## config.mk

```make
export PLATFORM = sky130hd
export DESIGN_NAME = dmach_ctrl_regs
export DESIGN_NICKNAME = d
export VERILOG_FILES = /design/src/rtl/dmach_pkg.sv /design/src/rtl/dmach_bus_port.sv /design/src/rtl/dmach_flags.sv /design/src/rtl/dmach_ptr_bank.sv /design/src/rtl/dmach_ctrl_regs.sv
export SDC_FILE = /design/constraint.sdc
export NUM_CORES = 1
export LEC_CHECK = 0
export ABC_AREA = 1
export BUFFER_PORTS_ARGS = -buffer_cell sky130_fd_sc_hd__clkbuf_2
export CORE_UTILIZATION = 59
export CTS_CLUSTER_DIAMETER = 120
export CTS_CLUSTER_SIZE = 10
export DETAILED_ROUTE_END_ITERATION = 7
export PLACE_DENSITY = 0.8
export SETUP_SLACK_MARGIN = 0.3
export SLEW_MARGIN = 20
export SYNTH_ARGS = -nofsm -noshare
export SYNTH_HDL_FRONTEND = slang
export SYNTH_SLANG_ARGS = --single-unit
```

## constraint.sdc

```tcl
create_clock -name clk -period 1.8 [get_ports clk]
set_input_delay 0.18 -clock clk [delete_from_list [all_inputs] [get_ports clk]]
set_output_delay 0.18 -clock clk [all_outputs]
set_load 0.02 [all_outputs]
```

## src/rtl/dmach_pkg.sv

```systemverilog
package dmach_pkg;
  localparam int NUM_PTR   = 5;
  localparam int CSR_OFF   = 'h0;

  localparam int CMD_SET_EN   = 16;
  localparam int CMD_SET_SUPD = 17;
  localparam int CMD_TO_MEM   = 18;
  localparam int CMD_CLR_DONE = 19;
  localparam int CMD_RESET    = 20;
  localparam int CMD_LO       = CMD_SET_EN;
  localparam int CMD_W        = CMD_RESET - CMD_SET_EN + 1;

  localparam int ST_BASE = 24;

  // packs to status bits 27..24 as {dir, complete, single, enable}
  typedef struct packed {
    logic to_mem;
    logic complete;
    logic single;
    logic enable;
  } chan_flags_t;

  function automatic int ptr_offset(input int idx);
    case (idx)
      0:       return 'h4000;
      1:       return 'h4004;
      2:       return 'h4008;
      3:       return 'h400C;
      default: return 'h4200;
    endcase
  endfunction
endpackage

```

## src/rtl/dmach_bus_port.sv

```systemverilog
module dmach_bus_port
  import dmach_pkg::*;
#(
  parameter int ADDR_W = 16,
  parameter int DATA_W = 32,
  parameter int NSEL   = NUM_PTR + 1
) (
  input  logic                clk,
  input  logic                rst,
  input  logic                req_valid,
  output logic                req_ready,
  input  logic                req_write,
  input  logic [ADDR_W-1:0]   req_addr,
  input  logic [DATA_W/8-1:0] req_be,
  output logic                rsp_valid,
  input  logic                rsp_ready,
  output logic [DATA_W-1:0]   rsp_data,
  input  logic [DATA_W-1:0]   rd_word,
  output logic [NSEL-1:0]     wr_sel,
  output logic [NSEL-1:0]     rd_sel
);
  localparam int BE_W = DATA_W / 8;

  logic [NSEL-1:0] hit;
  logic            legal;
  logic            take;

  for (genvar k = 0; k < NSEL; k++) begin : g_dec
    localparam int OFF = (k == 0) ? CSR_OFF : ptr_offset(k - 1);
    assign hit[k] = (req_addr == ADDR_W'(OFF));
  end

  assign legal     = (req_be == {BE_W{1'b1}}) && (req_addr[1:0] == 2'b00);
  assign req_ready = !rsp_valid || rsp_ready;
  assign take      = req_valid && req_ready;
  assign wr_sel    = (take && req_write && legal) ? hit : '0;
  assign rd_sel    = legal ? hit : '0;

  always_ff @(posedge clk) begin
    if (rst) begin
      rsp_valid <= 1'b0;
      rsp_data  <= '0;
    end else if (take && !req_write) begin
      rsp_valid <= 1'b1;
      rsp_data  <= rd_word;
    end else if (rsp_ready) begin
      rsp_valid <= 1'b0;
    end
  end

  assert_rsp_hold_R11: assert property (@(posedge clk) disable iff (rst)
    (rsp_valid && !rsp_ready) |=> (rsp_valid && $stable(rsp_data)));

  assert_read_resp_R11: assert property (@(posedge clk) disable iff (rst)
    (req_valid && req_ready && !req_write) |=> rsp_valid);
endmodule

```

## src/rtl/dmach_flags.sv

```systemverilog
module dmach_flags
  import dmach_pkg::*;
(
  input  logic             clk,
  input  logic             rst,
  input  logic             wr_csr,
  input  logic [CMD_W-1:0] cmd,
  input  logic             xfer_done,
  output chan_flags_t      flags
);
  localparam int I_EN   = CMD_SET_EN   - CMD_LO;
  localparam int I_SUPD = CMD_SET_SUPD - CMD_LO;
  localparam int I_MEM  = CMD_TO_MEM   - CMD_LO;
  localparam int I_CLR  = CMD_CLR_DONE - CMD_LO;
  localparam int I_RST  = CMD_RESET    - CMD_LO;

  chan_flags_t nxt;

  always_comb begin
    nxt = flags;
    if (xfer_done) nxt.complete = 1'b1;
    if (wr_csr) begin
      if (cmd[I_EN])   nxt.enable   = 1'b1;
      if (cmd[I_SUPD]) nxt.single   = 1'b1;
      if (cmd[I_MEM])  nxt.to_mem   = 1'b1;
      if (cmd[I_CLR])  nxt.complete = 1'b0;
      if (cmd[I_RST])  nxt          = '0;
    end
  end

  always_ff @(posedge clk) begin
    if (rst) flags <= '0;
    else     flags <= nxt;
  end

  assert_dir_sticky_R3: assert property (@(posedge clk) disable iff (rst)
    (flags.to_mem && !(wr_csr && cmd[I_RST])) |=> flags.to_mem);

  assert_en_sticky_R2: assert property (@(posedge clk) disable iff (rst)
    (flags.enable && !(wr_csr && cmd[I_RST])) |=> flags.enable);

  assert_reset_cmd_R6: assert property (@(posedge clk) disable iff (rst)
    (wr_csr && cmd[I_RST]) |=> (flags == '0));

  assert_clear_wins_R5: assert property (@(posedge clk) disable iff (rst)
    (wr_csr && cmd[I_CLR]) |=> !flags.complete);

  assert_done_sets_R5: assert property (@(posedge clk) disable iff (rst)
    (xfer_done && !(wr_csr && (cmd[I_CLR] || cmd[I_RST]))) |=> flags.complete);
endmodule

```

## src/rtl/dmach_ptr_bank.sv

```systemverilog
module dmach_ptr_bank #(
  parameter int DATA_W = 32,
  parameter int NUM    = 5
) (
  input  logic              clk,
  input  logic              rst,
  input  logic [NUM-1:0]    wr_sel,
  input  logic [DATA_W-1:0] wdata,
  input  logic [NUM-1:0]    rd_sel,
  output logic [DATA_W-1:0] rd_word
);
  logic [NUM-1:0][DATA_W-1:0] ptr_q;

  for (genvar i = 0; i < NUM; i++) begin : g_ptr
    always_ff @(posedge clk) begin
      if (rst)            ptr_q[i] <= '0;
      else if (wr_sel[i]) ptr_q[i] <= wdata;
    end
  end

  always_comb begin
    rd_word = '0;
    for (int i = 0; i < NUM; i++) begin
      if (rd_sel[i]) rd_word = rd_word | ptr_q[i];
    end
  end

  assert_ptr_quiet_R9: assert property (@(posedge clk) disable iff (rst)
    (wr_sel == '0) |=> $stable(ptr_q));

  assert_one_write_R8: assert property (@(posedge clk) disable iff (rst)
    $onehot0(wr_sel));
endmodule

```

## src/rtl/dmach_ctrl_regs.sv

```systemverilog
module dmach_ctrl_regs
  import dmach_pkg::*;
#(
  parameter int ADDR_W = 16,
  parameter int DATA_W = 32
) (
  input  logic                clk,
  input  logic                rst,
  input  logic                req_valid,
  output logic                req_ready,
  input  logic                req_write,
  input  logic [ADDR_W-1:0]   req_addr,
  input  logic [DATA_W/8-1:0] req_be,
  input  logic [DATA_W-1:0]   req_wdata,
  output logic                rsp_valid,
  input  logic                rsp_ready,
  output logic [DATA_W-1:0]   rsp_data,
  input  logic                xfer_done,
  output logic                ch_enable,
  output logic                ch_to_mem,
  output logic                ch_single,
  output logic                ch_complete
);
  localparam int NSEL = NUM_PTR + 1;

  logic [NSEL-1:0]   wr_sel;
  logic [NSEL-1:0]   rd_sel;
  logic [DATA_W-1:0] rd_word;
  logic [DATA_W-1:0] ptr_word;
  logic [DATA_W-1:0] status_word;
  chan_flags_t       flags;

  dmach_bus_port #(.ADDR_W(ADDR_W), .DATA_W(DATA_W), .NSEL(NSEL)) u_port (
    .clk(clk), .rst(rst),
    .req_valid(req_valid), .req_ready(req_ready), .req_write(req_write),
    .req_addr(req_addr), .req_be(req_be),
    .rsp_valid(rsp_valid), .rsp_ready(rsp_ready), .rsp_data(rsp_data),
    .rd_word(rd_word), .wr_sel(wr_sel), .rd_sel(rd_sel)
  );

  dmach_flags u_flags (
    .clk(clk), .rst(rst),
    .wr_csr(wr_sel[0]),
    .cmd(req_wdata[CMD_LO +: CMD_W]),
    .xfer_done(xfer_done),
    .flags(flags)
  );

  dmach_ptr_bank #(.DATA_W(DATA_W), .NUM(NUM_PTR)) u_ptrs (
    .clk(clk), .rst(rst),
    .wr_sel(wr_sel[NSEL-1:1]), .wdata(req_wdata),
    .rd_sel(rd_sel[NSEL-1:1]), .rd_word(ptr_word)
  );

  always_comb begin
    status_word = '0;
    status_word[ST_BASE +: 4] = flags;
  end

  assign rd_word     = (rd_sel[0] ? status_word : '0) | ptr_word;
  assign ch_enable   = flags.enable;
  assign ch_to_mem   = flags.to_mem;
  assign ch_single   = flags.single;
  assign ch_complete = flags.complete;
endmodule

```

==> results.yml <==
power:
  peakVddDrop_mv: 0.691
  swShare_pct: 24.1
  cellPowerDensity_mw_per_mm2: 772
  power_frac_comb_pct: 6.4
  leakage_uw: 0.00452
  clkPwrFrac_pct: 43.4
  p_sw_uw: 2120
  p_int_uw: 6690
  p_seq_share_pct: 50.3
die:
  die_w_um: 128
  rows: 45
  fp.coreArea_mm2: 0.0153
  die_h_um: 128
  initial_core_util_pct: 61.0
  die-area_mm2: 0.0163
  io_pins: 96
detailed_routing:
  routed_wirelength_um: 29700
  ant_nets: 0
  via_count: 9165
  drcViolationCount: 0
  via_per_inst: 6.40
  routedWlPerCell_um: 20.7
  drt_iter0_drc: 1282
  firstDrtPassIters: 6
global_route:
  grt_usage_pct: 33.6
  antenna_found_initial: 0
  overflow: 0
  grt_max_degree: 116
  grt_first_pass_wirelength_um: 42900
  grt_pass1_vias: 8352
synth:
  synth_fp_nets: 1173
  async_flop_share_pct: 0
  ys_ff_latch: 197
  synth_cell_types: 26
  synth_area_mm2: 0.00935
  synth_edf_count: 0
  syn-instance-count: 1115
  ys_seq_area_share_pct: 42.2
  synth_area_per_cell_um2: 8.38
  synth-main-ff-cell: "dfxtp_1"
  ys_warn_count: 0
layout:
  area_delta_synth_final_pct: 22.2
  drive_above_1_share_pct: 28.9
  nNetsFinal: 1266
  antennaDiodeCount: 0
  post-route-util_pct: 74.6
worst_setup_path:
  cp.arrival_ns: 1.97
  cp_max_fo: 7
  cpLargestDelayFamily: "simple AND/OR/NAND/NOR gates"
  worstRegToRegCells: 9
  critPathLaunchType: "flop"
  crit_buf_inv: 3
  crit_path_max_incr_delay_ns: 0.32
  crit_slowest_cell: "dfxtp_2"
  crit_chain: "inv_2 > o21ai_4 > nor2_4 > nand2_8 > nor2_8 > buf_6 > buf_12 > nor2_2 > a211oi_2"
  cp.depth: 9
  cp.required_ns: 2.17
  crit_path_end_kind: "flop"
  path_class: "flop to flop"
sta:
  drv_slew: 0
  tightest_slew_ns: 0.779
  finalHoldViolations: 0
  setup_viol: 0
  tns_ns: 0
  clock_skew_ns: 0.0133
  period_needed_ns: 1.60
  slew_headroom_pct: 48.1
  fmax_mhz: 624
  rsz0062_at_grt: "yes"
  finalCritPeriodShare_pct: 89.0
status:
  status: "finished, final reports clean"
cts:
  cts_buffers: 17
  htreeDepth: 4
  clock-root-buffer: "clkbuf_16"
  clk_latency_ns: 0.46
  path_clk_slew_ns: 0.08
  cts_tree: "built"
  cts.path.max_buffers: 2
  clock-sinks: 197
min_path:
  hold_depth: 3
  min_path_type: "input port to flop"
place:
  numPortBuffers: 95
  dp_hpwl_um: 14900
  finalWeightedCongestion: 0.815
flow_run:
  max_cap_violations: 0
[cells in the final DEF, fill, tap and decap left out, types with 25 or more instances in the layout]
| master | count |
|---|---|
| dfxtp_1 | 196 |
| clkbuf_2 | 94 |
| a211oi_2 | 113 |
| nand4_1 | 133 |
| a21oi_1 | 67 |
| o21ai_0 | 37 |
| clkbuf_16 | 27 |
| nor2_1 | 227 |
| nand2_1 | 80 |
| buf_12 | 27 |
| o21ai_1 | 29 |
| inv_1 | 74 |
| buf_4 | 25 |
[state kept, by name (all words and copies together), names as in the netlist]
signal and cells:
u_flags.flags 4, u_port.rsp_data 32, u_port.rsp_valid 1, u_ptrs.ptr_q 160
[through the flow]
step | cells | cell area (um^2) | power (uW) | worst slack [ns] | hold slack (ns)
final | 1431 | 11400 | 8820 | 0.197 | 0.00761
after global placement | 1365 | 10100 | 5060 | 0.0727 | 0.439
after global routing | 1431 | 11400 | 9030 | 0.161 | 0.0359
after floorplan | 1115 | 9350 | 4850 | 0.326 | 0.325
after CTS | 1413 | 11000 | 8780 | 0.256 | 0.00327
after detailed placement | 1365 | 10100 | 5060 | 0.0146 | 0.436
[repair_timing]
action                                  CTS  global route
buffers inserted                          9             7
gates resized for setup                  21            14
endpoints found under the setup margin  135           168
hold buffers                              2             0
cloned                                    6            11
hold endpoints to repair                  2             0
pin swaps                                 9             5
[worst reg2reg max path, delay by kind of cell, from the launching register on]
kind | cells | cell delay [ns]
buffers and inverters | 3 | 0.35
AOI/OAI and AO/OA | 2 | 0.29
DFF | 1 | 0.32
and+or+nand+nor | 4 | 0.57
[cell usage after synthesis, types with 6 or more instances]
cell type,n,area [um^2]
a21oi_1,67,335
buf_4,17,128
nor2_1,241,905
inv_1,76,285
buf_2,29,145
nand2_1,80,300
buf_6,16,180
buf_1,6,22.5
o21ai_0,37,185
a211oi_1,16,120
clkbuf_1,32,120
o21ai_1,30,150
dfxtp_1,197,3940
a211oi_2,112,1400
nand4_1,133,832
nor2_8,7,140
[cell type report]
class | count | area (um^2)
multi-input cells | 741 | 4600
fillers | 1066 | 3890
clock inverters | 6 | 66.3
clock buffers | 25 | 515
inverters | 77 | 289
well taps | 211 | 264
repair buffers | 174 | 1750
flip-flops and latches | 197 | 3950
[kinds of logic (layout without fill, tap and decap cells)]
family	after synthesis	count (layout)	share of synthesized area, %
and+or+nand+nor	478	478	24.8
AOI/OAI and AO/OA	263	263	23.5
DFF	197	197	42.2
buffers and inverters	177	282	9.46
[power by group through the flow]
stage / clock network, uW / logic [uW] / registers (uW)
CTS: 3800 / 550 / 4430
detailed placement: 0 / 534 / 4530
global placement: 0 / 530 / 4530
finish: 3820 / 562 / 4430
floorplan: 0 / 266 / 4580
global route: 4000 / 599 / 4430
[final timing paths]
path                                       start               end  slack [ns]
worst min-delay path               req_wdata[18]  u_flags.flags[3]       0.008
worst min register to register  u_ptrs.ptr_q[65]  u_ptrs.ptr_q[65]        0.49
worst max-delay path            u_port.rsp_valid  u_ptrs.ptr_q[27]        0.20
worst max register to register  u_port.rsp_valid  u_ptrs.ptr_q[27]        0.20
[layer usage]
| metal | track usage [%] | routed length (um) | up-vias |
|---|---|---|---|
| met3 | 6.43 | 3190 | 156 |
| met1 | 43.9 | 11500 | 4277 |
| met5 | 0 | 0 | - |
| li1 | - | - | 4070 |
| met2 | 53.1 | 13500 | 662 |
| met4 | 16.9 | 1460 | 0 |
Note: power is estimated with default switching activity, not from simulation.
